### src/rtl/pkt_tx_framer.sv
module pkt_tx_framer #(
  parameter int PRE_W = 9,
  localparam int PCNT_W = PRE_W + 2
) (
  input  logic             clk,
  input  logic             rst_n,
  input  logic             bit_en,
  input  logic             start,
  input  logic [PRE_W-1:0] cfg_pre_nib,
  input  logic [1:0]       cfg_sync_len,
  input  logic [31:0]      cfg_sync_word,
  input  logic [2:0]       cfg_hdr_len,
  input  logic [31:0]      cfg_hdr_word,
  input  logic             cfg_fixed_len,
  input  logic [7:0]       cfg_pay_len,
  input  logic             cfg_crc_en,
  input  logic             cfg_crc_pay,
  input  logic [1:0]       cfg_crc_sel,
  input  logic             cfg_lsb_first,
  input  logic             cfg_manch,
  input  logic             cfg_manch_inv,
  input  logic             cfg_pre_pol,
  input  logic [7:0]       pay_data,
  input  logic             pay_valid,
  output logic             pay_ready,
  output logic             tx_bit,
  output logic             busy,
  output logic             done,
  output logic             underflow
);

  typedef enum logic [2:0] {S_IDLE, S_PRE, S_SYNC, S_HDR, S_LEN, S_PAY, S_CRC} st_t;

  st_t st, nst;
  logic [PCNT_W-1:0] pcnt;
  logic [2:0] bidx;
  logic [7:0] bnum, nnum, cur, nbyte;
  logic chip;
  logic [15:0] crc;

  wire alt_poly = (cfg_crc_sel == 2'b01);
  wire [PRE_W-1:0] pre_units = (cfg_pre_nib == '0) ? PRE_W'(1) : cfg_pre_nib;
  wire [PCNT_W-1:0] pre_last = {pre_units - PRE_W'(1), 2'b11};
  wire [2:0] hdr_n = (cfg_hdr_len > 3'd4) ? 3'd4 : cfg_hdr_len;

  assign busy = (st != S_IDLE);

  wire d_bit = (st == S_PRE) ? (cfg_manch ? cfg_pre_pol : ~pcnt[0])
                             : (cfg_lsb_first ? cur[bidx] : cur[3'd7 - bidx]);
  assign tx_bit = busy & (cfg_manch ? (chip ? (d_bit ^ cfg_manch_inv) : (~d_bit ^ cfg_manch_inv))
                                    : d_bit);

  wire bit_done = busy & bit_en & (~cfg_manch | chip);
  wire last_bit = (st == S_PRE) ? (pcnt == pre_last) : (bidx == 3'd7);
  wire need_pay = (nst == S_PAY);
  wire covered  = (nst == S_PAY) | (~cfg_crc_pay & ((nst == S_HDR) | (nst == S_LEN)));

  assign pay_ready = bit_done & last_bit & need_pay;

  function automatic logic [7:0] pick(input logic [31:0] w, input logic [1:0] i);
    case (i)
      2'd0:    pick = w[31:24];
      2'd1:    pick = w[23:16];
      2'd2:    pick = w[15:8];
      default: pick = w[7:0];
    endcase
  endfunction

  function automatic logic [15:0] crc_step(input logic [15:0] c, input logic [7:0] b, input logic alt);
    logic [15:0] r;
    logic fb;
    r = c;
    for (int i = 7; i >= 0; i--) begin
      fb = r[15] ^ b[i];
      r  = {r[14:0], 1'b0} ^ (fb ? (alt ? 16'h8005 : 16'h1021) : 16'h0000);
    end
    return r;
  endfunction

  always_comb begin
    logic [2:0] t;
    nst = S_IDLE;
    nnum = 8'd0;
    t = 3'd0;
    case (st)
      S_PRE:  nst = S_SYNC;
      S_SYNC: if (bnum != {6'd0, cfg_sync_len}) begin nst = S_SYNC; nnum = bnum + 8'd1; end
              else t = 3'd1;
      S_HDR:  if (bnum + 8'd1 < {5'd0, hdr_n}) begin nst = S_HDR; nnum = bnum + 8'd1; end
              else t = 3'd2;
      S_LEN:  t = 3'd3;
      S_PAY:  if (bnum != cfg_pay_len - 8'd1) begin nst = S_PAY; nnum = bnum + 8'd1; end
              else t = 3'd4;
      S_CRC:  if (bnum == 8'd0) begin nst = S_CRC; nnum = 8'd1; end
      default: ;
    endcase
    if (t == 3'd1) begin if (hdr_n != 3'd0) begin nst = S_HDR; t = 3'd0; end else t = 3'd2; end
    if (t == 3'd2) begin if (!cfg_fixed_len) begin nst = S_LEN; t = 3'd0; end else t = 3'd3; end
    if (t == 3'd3) begin if (cfg_pay_len != 8'd0) begin nst = S_PAY; t = 3'd0; end else t = 3'd4; end
    if (t == 3'd4 && cfg_crc_en) nst = S_CRC;
  end

  always_comb begin
    case (nst)
      S_SYNC:  nbyte = pick(cfg_sync_word, nnum[1:0]);
      S_HDR:   nbyte = pick(cfg_hdr_word, nnum[1:0]);
      S_LEN:   nbyte = cfg_pay_len;
      S_PAY:   nbyte = pay_data;
      S_CRC:   nbyte = (nnum == 8'd0) ? crc[15:8] : crc[7:0];
      default: nbyte = 8'd0;
    endcase
  end

  always_ff @(posedge clk) begin
    if (!rst_n) begin
      st <= S_IDLE;
      pcnt <= '0;
      bidx <= 3'd0;
      bnum <= 8'd0;
      cur <= 8'd0;
      chip <= 1'b0;
      crc <= 16'hFFFF;
      done <= 1'b0;
      underflow <= 1'b0;
    end else begin
      done <= 1'b0;
      if (st == S_IDLE) begin
        if (start) begin
          st <= S_PRE;
          pcnt <= '0;
          chip <= 1'b0;
          crc <= alt_poly ? 16'h0000 : 16'hFFFF;
          underflow <= 1'b0;
        end
      end else if (bit_en) begin
        if (cfg_manch && !chip) begin
          chip <= 1'b1;
        end else begin
          chip <= 1'b0;
          if (last_bit) begin
            if (need_pay && !pay_valid) begin
              st <= S_IDLE;
              underflow <= 1'b1;
            end else begin
              st <= nst;
              bnum <= nnum;
              bidx <= 3'd0;
              cur <= nbyte;
              if (covered) crc <= crc_step(crc, nbyte, alt_poly);
              if (nst == S_IDLE) done <= 1'b1;
            end
          end else if (st == S_PRE) begin
            pcnt <= pcnt + PCNT_W'(1);
          end else begin
            bidx <= bidx + 3'd1;
          end
        end
      end
    end
  end

endmodule

### config.mk
export PLATFORM = sky130hd
export DESIGN_NAME = pkt_tx_framer
export DESIGN_NICKNAME = d
export VERILOG_FILES = /design/src/rtl/pkt_tx_framer.sv
export SDC_FILE = /design/constraint.sdc
export NUM_CORES = 1
export LEC_CHECK = 0
export ABC_AREA = 1
export CORE_UTILIZATION = 54
export CTS_BUF_LIST = sky130_fd_sc_hd__clkbuf_8
export CTS_CLUSTER_SIZE = 28
export DETAILED_ROUTE_END_ITERATION = 8
export PLACE_DENSITY_LB_ADDON = 0.12
export SYNTH_ARGS = -nofsm -noshare
export SYNTH_HDL_FRONTEND = slang
export SYNTH_SLANG_ARGS = --single-unit
### constraint.sdc
create_clock -name clk -period 5.7 [get_ports clk]
set_input_delay 0.57 -clock clk [delete_from_list [all_inputs] [get_ports clk]]
set_output_delay 0.57 -clock clk [all_outputs]
set_load 0.01 [all_outputs]
-- Word-level counts from Yosys, hierarchy flattened
Index checks and enable logic that the tools add are counted.
- logic and storage cells: 196
- input port bits: 108
- output and inout port bits: 5
- bits in registers: 52
- add/sub/neg operators: 6
- $lt $le $gt $ge: 4
- equal/unequal tests: 28
- reduce and logical (&&, ||, !) cells: 27
- mux-type cells: 85
- bitwise logic cells: 37
- operators with widths (cell ; number):
    two-way mux 16 bit ; 17
    XOR 16 bit ; 8
    two-way mux 3 bit ; 24
    two-way mux 11 bit ; 6
    one-hot mux 8 bit (3 select lines) ; 2
    one-hot mux 8 bit (5 select lines) ; 1
    two-way mux 8 bit ; 4
    one-hot mux 8 bit (4 select lines) ; 1
    == test 3 bit, second input constant ; 8
    two-way mux 1 bit ; 20
    AND reduction 5 bit ; 4
    == test 3 x 2 -> 1 bit, second input constant ; 6
    logical NOT 8 bit ; 2
    one-hot mux 3 bit (5 select lines) ; 1
    one-hot mux 3 bit (4 select lines) ; 1
    adder 11 x 1 -> 11 bit, second input constant ; 1
    == test 11 bit ; 1
    two-way mux 2 bit ; 5
    inequality test 2 bit, second input constant ; 5
    NOT 1 bit ; 10
    nonzero test 2 bit ; 5
    XOR 1 bit ; 10
    logical NOT 9 bit ; 1
    two-way mux 9 bit ; 1
    27 further kinds ; 43

-- Logic depth before layout (Yosys ltp)
Gate-level depths: netlist of the first run.
- word-level depth: 46
- mapped depth: 48
- gate-level depth less buffers: 48

-- Least setup slack after synthesis of the first run
No wires, ideal clock.
- path kind: register to register
- from: register bnum[0]
- to: register crc[2]
- buffers on the path: 1
- cell stages (with the launch flop): 47
- period minus slack after synthesis: 4.375 ns
- required time: 5.575 ns
- library setup time: 0.125 ns
- arrival: 4.250 ns
- slack: 1.325 ns
- cell sequence: dfxtp_1 buf_4 inv_2 ha_1 ha_1 nand2_1 nand2_1 nand2_1 nand2_1 nor2_1 nand2_1 nand2_1 nand2_2 nand2_2 o21ai_4 nand2_4 nand2_4 nor2_8 [11 not listed] nand3_2 nand2_1 nand2_2 nand3_2 nand2_1 nand2_2 nand3_2 nand2_1 nand2_2 nand3_4 nand3_2 nand3_2 nand2_1 nand2_1 nand2_1 nand2_1 nand2_1 nand2_1
- word-level cells in the longest chain between the ends: 45
- elaborated cells between the ends (all ways): 84
- those cells by class: add/sub (1); order compare (1); eq/ne (14); mux (42); bitwise (19); reduce/logical (7)
- RTL lines (item ; RTL line ; source):
    from (decl) ; 37 ; logic [7:0] bnum, nnum, cur, nbyte;
    from (signal assigned) ; 146 ; bnum <= nnum;
    adder 8 x 1 -> 8 bit ; 87, 89, 92 ;
    < comparator 8 x 3 -> 1 bit ; 89 ; S_HDR: if (bnum + 8'd1 < {5'd0, hdr_n}) begin nst = S_HDR; nnum = bnum + 8'd1; end
    two-way mux 2 bit ; 89 ;
    one-hot mux 3 bit (4 select lines) ; 85 ; case (st)
    == test 3 x 1 -> 1 bit ; 97 ; if (t == 3'd1) begin if (hdr_n != 3'd0) begin nst = S_HDR; t = 3'd0; end else t = 3'd2; end
    two-way mux 3 bit ; 97 ;
    == test 3 x 2 -> 1 bit ; 98 ; if (t == 3'd2) begin if (!cfg_fixed_len) begin nst = S_LEN; t = 3'd0; end else t = 3'd3; end
    two-way mux 3 bit ; 98 ;
    [29 not listed] ; -- ;
    two-way mux 16 bit ; 75 ; r = {r[14:0], 1'b0} ^ (fb ? (alt ? 16'h8005 : 16'h1021) : 16'h0000);
    XOR 16 bit ; 75 ;
    two-way mux 16 bit ; 149 ; if (covered) crc <= crc_step(crc, nbyte, alt_poly);
    two-way mux 16 bit ; 141 ; if (need_pay && !pay_valid) begin
    two-way mux 16 bit ; 140 ; if (last_bit) begin
    two-way mux 16 bit ; 136 ; if (cfg_manch && !chip) begin
    two-way mux 16 bit ; 135 ; end else if (bit_en) begin
    two-way mux 16 bit ; 127 ; if (st == S_IDLE) begin
    to (signal assigned) ; 132 ; crc <= alt_poly ? 16'h0000 : 16'hFFFF;
    to (signal assigned) ; 149 ;
    to (decl) ; 39 ; logic [15:0] crc;
Parallel ways exist; a longest one is shown, timed or not. The select of a mux whose other input is x is not followed.
A chain may end at the register's enable or synchronous reset.

-- Worst setup path after layout of the first run
- from: input cfg_pay_len[0]
- to: register crc[2]
- word-level cells in the longest chain between the ends: 45
- elaborated cells between the ends (all ways): 75
- those cells by class: add/sub (1); eq/ne (13); mux (35); bitwise (19); reduce/logical (7)
- RTL lines (item ; RTL line ; source):
    from (decl) ; 15 ; input logic [7:0] cfg_pay_len,
    subtractor 8 x 1 -> 8 bit ; 92 ; S_PAY: if (bnum != cfg_pay_len - 8'd1) begin nst = S_PAY; nnum = bnum + 8'd1; end
    inequality test 8 bit ; 92 ;
    two-way mux 3 bit ; 92 ;
    one-hot mux 3 bit (4 select lines) ; 85 ;
    == test 3 x 1 -> 1 bit ; 97 ;
    two-way mux 3 bit ; 97 ;
    == test 3 x 2 -> 1 bit ; 98 ;
    two-way mux 3 bit ; 98 ;
    [29 not listed] ; -- ;
    two-way mux 16 bit ; 75 ;
    XOR 16 bit ; 75 ;
    two-way mux 16 bit ; 149 ;
    two-way mux 16 bit ; 141 ;
    two-way mux 16 bit ; 140 ;
    two-way mux 16 bit ; 136 ;
    two-way mux 16 bit ; 135 ;
    two-way mux 16 bit ; 127 ;
Parallel ways exist; a longest one is shown, timed or not. The select of a mux whose other input is x is not followed.

==> results of run 1 <==
==> layer usage <==
layer	track usage, %	up-vias	wire length, µm
met4	9.32	0	352
met5	0	-	0
met2	52.2	291	7480
met1	43.2	2755	7310
met3	4.37	33	1370
li1	-	3176	-
==> registers in the layout, indices dropped and copies added (netlist names), 3 cells and up <==
signal and cells:
bnum 8, pcnt 11, crc 16, cur 8, st 3, bidx 3
==> metrics by stage <==
step	hold slack, ps	std cells
final	491	1141
after global routing	516	1141
after CTS	483	1136
after detailed placement	460	1128
after global placement	459	1128
after floorplan	443	897
==> worst max-delay path by stage <==
stage                               from     end  cells after the start
after floorplan                  bnum[0]  crc[2]                     46
after global placement    cfg_pay_len[0]  crc[2]                     45
after detailed placement  cfg_pay_len[0]  crc[2]                     45
after CTS                        bnum[1]  crc[2]                     41
after global routing      cfg_pay_len[0]  crc[2]                     45
final                     cfg_pay_len[0]  crc[2]                     45
==> cell type report <==
cell class              count  area share [%]
clock inverters             3           0.616
inverters                 115            6.27
clock buffers               5           0.996
repair buffers            127            17.9
flip-flops and latches     52            15.1
well taps                 133            2.41
multi-input cells         706            56.8
==> cells in the final DEF (no fill, tap or decap), types with 2 or more instances in the layout <==
cell             count
inv_1               95
a21oi_2              3
a211oi_1             9
nor3_1              10
xor2_1              24
inv_2               17
a21boi_0             2
o21ai_0             46
clkinv_1             3
a22oi_1              2
nand2_2             27
nand3_2             20
nand4_1             26
nand2_1            248
nand2_4              7
clkdlybuf4s50_1    112
dfxtp_1             50
a21oi_1             58
nor2_4               8
nand3_1             59
o31ai_1              2
nor2_2              11
ha_1                12
o211ai_1             6
o2111ai_1            2
nor3_2               3
o21ai_1              8
a221oi_1             7
dfxtp_2              2
or2_0                2
nor2_1              66
xnor2_1             14
buf_4               15
o21ai_4              2
clkbuf_8             5
==> kinds of logic after synthesis <==
| family | Yosys count | synth area share [%] |
|---|---|---|
| buf+inv | 139 | 10.6 |
| compound gates | 159 | 17.5 |
| simple gates | 496 | 44.1 |
| fa+ha+maj | 12 | 2.72 |
| xor+xnor | 39 | 6.18 |
| flops | 52 | 18.8 |
==> power by group <==
| group | internal (mW) | switching (mW) | total, mW |
|---|---|---|---|
| combinational | 0.162 | 0.203 | 0.365 |
| sequential | 0.379 | 0.0186 | 0.397 |
| clock | 0.131 | 0.136 | 0.267 |
==> critical path, delay by kind of cell <==
kind	cells	cell delay [ps]
adders and majority gates	1	240
buffers and inverters	3	690
and+or+nand+nor	41	3900
==> cell usage after synthesis (all sizes together) (3+ instances only) <==
cell,n,share of area (%)
o21ai,56,5.5
buf,17,2.3
nand2,283,22
inv,111,7.5
a22oi,3,0.50
a221oi,7,1.1
a21boi,3,0.48
clkinv,4,0.29
o211ai,6,0.81
xnor2,14,2.2
nor3,14,1.7
nor2,86,7.5
xor2,25,4.0
nand3,80,9.3
clkbuf,7,0.48
dfxtp,52,19
or2,3,0.34
a211oi,9,1.2
nand4,27,3.2
ha,12,2.7
a21oi,61,5.7
==> repair_timing <==
item,4_1_cts,5_1_grt
setup endpoints to repair,0,10
hold buffers,0,0
gates resized for setup,0,6
setup buffers,0,5
==> impl_metrics.ini, run 1 <==
[final_layout]
antenna_cells = 0
final_util_pct = 70.0
drive_gt1_share_pct = 13.2
fillers = 858
syn_to_final_growth_pct = 25.0
design_area_um2 = 6910
multi_input_area_um2 = 3920
ff_latch_area_um2 = 1040
fin_nets = 1127

[power_and_ir_drop]
leakage_nw = 3.13
peakVddDrop_uv = 120
power_density_nw_per_um2 = 149
power_mw = 1.03

[synth]
yosysSeqAreaShare_pct = 18.8
synth_cell_types = 57
ys.flop_type = dfxtp_1
ys.warnings.count = 0
syn-num-nets = 1017
synthesis.area_um2 = 5530
async_flop_share_pct = 0
syn-instance-count = 897
synth_seq_cells = 52
syn_avg_cell_area_um2 = 6.16
synth_enable_flop_cells = 0

[worst_setup_path]
cp_slowest_cell = clkdlybuf4s50_1
crit_path_end_kind = flip-flop
crit_fanout = 9
cp_common_cell = nand2_1
critPathKind = in -> reg
r2r_slack_ps = 500
start_kind = primary input
slowest_delay_ps = 550
cp.required_ps = 5910
r2r-start = bnum[0]
arrival_ps = 5420
r2r_end = crc[2]
r2r_cells = 42

[detailed_routing]
vias = 6255
wl_per_cell_um = 14.5
drc = 0
finalWirelength_um = 16500
drtPass1Iterations = 5
ant_nets = 0
viasPerCell = 5.48
drt_first_iter_violations = 446

[die]
die_h_um = 103
core-area_um2 = 9860
die_area_um2 = 10600
rows = 36
initial_core_util_pct = 56.0
die_w_um = 103
io_pins = 113

[timing]
drv_slew = 0
grt_setup_unrepaired = no
setup_viol = 0
final.period_utilization_pct = 91.3
clock_skew_ps = 6.92
finalHoldViolations = 0
fin_ws_ps = 495
min_period_ps = 5200
worst_pin_slew_ps = 701
final.setup.tns_ps = 0
max_slew_margin_pct = 53.2
fmax_mhz = 192

[clocking]
cts_tree = yes
cts-htree-levels = 2
root_buffer = clkbuf_8
clkTransAtPathRegs_ps = 100
clock_sinks = 52
cts_buffer_depth = 2
clock_latency_ps = 320
cts_made_buffers = 5

[run]
drv_cap = 0

[global_routing]
gr-total-overflow = 0
grt_pass1_wl_um = 26000
grt_max_degree = 27
track_usage_pct = 31.7
grt_pass1_vias = 5389
antenna_found_initial = 0

[worst_hold_path]
hold_start = pcnt[1]
hold_path_class = reg -> reg
min_path_cells = 2
hold_end = pcnt[1]

[place]
dp_hpwl_um = 13400
io_buffers = 112
dpl_worst_slack_ps = 172
gp_congestion = 0.972
placed_cell_area_um2 = 6740

[run_status]
outcome = finished clean
Power figures use the tool's default switching activity.
==> run 2, diff against run 1 <==
--- a/config.mk
+++ b/config.mk
@@ -6,11 +6,15 @@
 export NUM_CORES = 1
 export LEC_CHECK = 0
 export ABC_AREA = 1
-export CORE_UTILIZATION = 54
+export CELL_PAD_IN_SITES_DETAIL_PLACEMENT = 0
+export CELL_PAD_IN_SITES_GLOBAL_PLACEMENT = 1
+export CORE_ASPECT_RATIO = 0.5
+export CORE_UTILIZATION = 37
 export CTS_BUF_LIST = sky130_fd_sc_hd__clkbuf_8
 export CTS_CLUSTER_SIZE = 28
 export DETAILED_ROUTE_END_ITERATION = 8
 export PLACE_DENSITY_LB_ADDON = 0.12
+export RECOVER_POWER = 50
 export SYNTH_ARGS = -nofsm -noshare
 export SYNTH_HDL_FRONTEND = slang
 export SYNTH_SLANG_ARGS = --single-unit
==> run 2 against run 1 <==
Effect of this change:
- non-clock buffer count is 4 higher
- register-to-register slack improved by 110 ps
- sequential share of layout area shrank 0.19 points
- highest routed layer unchanged
- clock skew up 3.8 ps
- first-iteration DRC count is 30% lower
- final cell count increased by 6.0%
- total power decreased by 2.4%
==> impl_metrics.ini, run 2 (same netlist as run 1, synthesis figures left out) <==
[timing]
fmax_mhz = 193
fin_ws_ps = 528
final.period_utilization_pct = 90.7
finalHoldViolations = 0
clock_skew_ps = 10.7
worst_pin_slew_ps = 915
setup_viol = 0
min_period_ps = 5170
final.setup.tns_ps = 0
drv_slew = 0
max_slew_margin_pct = 39.0
grt_setup_unrepaired = no

[detailed_routing]
viasPerCell = 5.04
finalWirelength_um = 18300
vias = 6096
drt_first_iter_violations = 311
drc = 0
ant_nets = 0
drtPass1Iterations = 5
wl_per_cell_um = 15.2

[worst_setup_path]
cp_num_buf_inv = 6
crit_path_end_kind = flip-flop
start_kind = primary input
cp_slowest_cell = clkdlybuf4s50_1
cp.required_ps = 5920
crit_fanout = 8
critPathTopFamily = simple AND/OR/NAND/NOR gates
slowest_delay_ps = 500
critPathKind = in -> reg
arrival_ps = 5390
cp_common_cell = nand2_1

[run_status]
outcome = finished clean

[final_layout]
final_common_cell = nand2_1
final_util_pct = 48.2
fin_nets = 1131
max_flop_register = crc
largestRegisters = crc x16, pcnt x11
fillers = 1558
ff_latch_area_um2 = 1040
largest_reg_flops = 16
layout_common_cells = 248 x nand2_1, 107 x clkdlybuf4s50_1, 94 x inv_1
multi_input_area_um2 = 3920
antenna_cells = 0
drive_gt1_share_pct = 13.4
syn_to_final_growth_pct = 26.6

[die]
die_h_um = 88.4
die_w_um = 175
io_pins = 113
die_area_um2 = 15500
core-area_um2 = 14500
initial_core_util_pct = 38.1
rows = 31

[place]
gp_congestion = 0.903
dp_hpwl_um = 15100
io_buffers = 112
dpl_worst_slack_ps = 129

[power_and_ir_drop]
seqPwrFrac_pct = 39.6
peakVddDrop_uv = 73.8
comb_power_share_pct = 36.1
power_density_nw_per_um2 = 144
pwr-share-clk_pct = 24.3
leakage_nw = 3.14
switchingPower_mw = 0.374
p_sw_share_pct = 37.2
internal_power_mw = 0.631

[clocking]
clock_sinks = 52
clkTransAtPathRegs_ps = 120
root_buffer = clkbuf_8
cts_tree = yes
clock_latency_ps = 330
cts_made_buffers = 5
cts-htree-levels = 2
cts_buffer_depth = 2

[global_routing]
antenna_found_initial = 0
track_usage_pct = 24.2
grt_pass1_wl_um = 29400
gr-total-overflow = 0
grt_max_degree = 27
grt_pass1_vias = 5631

[run]
drv_cap = 0

[worst_hold_path]
hold_path_class = reg -> reg
-- run 2: cell count changes in the layout (fill, tap and decap cells not counted), sizes merged --
cell / previous run / this run
buf: 15 / 17
dlygate4sd3: 0 / 5
clkinvlp: 0 / 1
bufinv: 1 / 0
clkinv: 4 / 5
clkbuf: 5 / 7
inv: 113 / 112
clkdlybuf4s50: 112 / 107
-- run 2: worst register-to-register path, delay by kind of cell (launching register included) --
| family | cells | cell delay, ps |
|---|---|---|
| buf+inv | 3 | 380 |
| compound gates | 1 | 100 |
| simple gates | 36 | 3450 |
| fa+ha+maj | 2 | 690 |
| flops | 1 | 410 |
-- run 2: layout make-up --
| type | instances | area share, % |
|---|---|---|
| flip-flops and latches | 52 | 14.9 |
| repair buffers | 131 | 18.0 |
| clock buffers | 5 | 0.983 |
| clock inverters | 3 | 0.393 |
| well taps | 198 | 3.54 |
| inverters | 115 | 6.19 |
| multi-input cells | 706 | 56.0 |
-- run 2: per-layer routing --
metal	global-route usage, %	share of wire [%]	vias to the layer above
met1	34.0	51	2790
li1	-	-	3184
met5	0	0	-
met2	41.0	44	112
met4	2.85	0.86	0
met3	3.01	3.5	10
-- run 2: path summary, 6_finish.rpt --
check | start | endpoint | slack, ps | depth (start not counted)
worst min register to register | pcnt[10] | pcnt[10] | 490 | 2
worst max register to register | bnum[0] | crc[12] | 610 | 42
worst min-delay path | pcnt[10] | pcnt[10] | 490 | 2
worst max-delay path | cfg_pay_len[1] | crc[12] | 530 | 45
-- run 2: what timing repair did --
action                     in CTS  in global routing
hold buffers                    0                  0
resized for setup               0                  6
setup endpoints to repair       0                  4
setup buffers                   0                  2
-- run 2: power groups by stage --
stage	Sequential, mW	Combinational [mW]	Clock (mW)
after global placement	0.406	0.363	0
after CTS	0.398	0.364	0.249
final	0.398	0.363	0.244
after global routing	0.400	0.408	0.263
after detailed placement	0.406	0.362	0
after floorplan	0.397	0.225	0
-- run 2: per-stage QoR --
step                      hold slack [ps]  power, mW  cell area, µm²  std cells
after floorplan                       443      0.622            5530        897
after global placement                457      0.769            6870       1200
after detailed placement              474      0.768            6870       1200
after CTS                             492       1.01            6970       1208
after global routing                  519       1.07            7000       1210
final                                 485       1.00            7000       1210
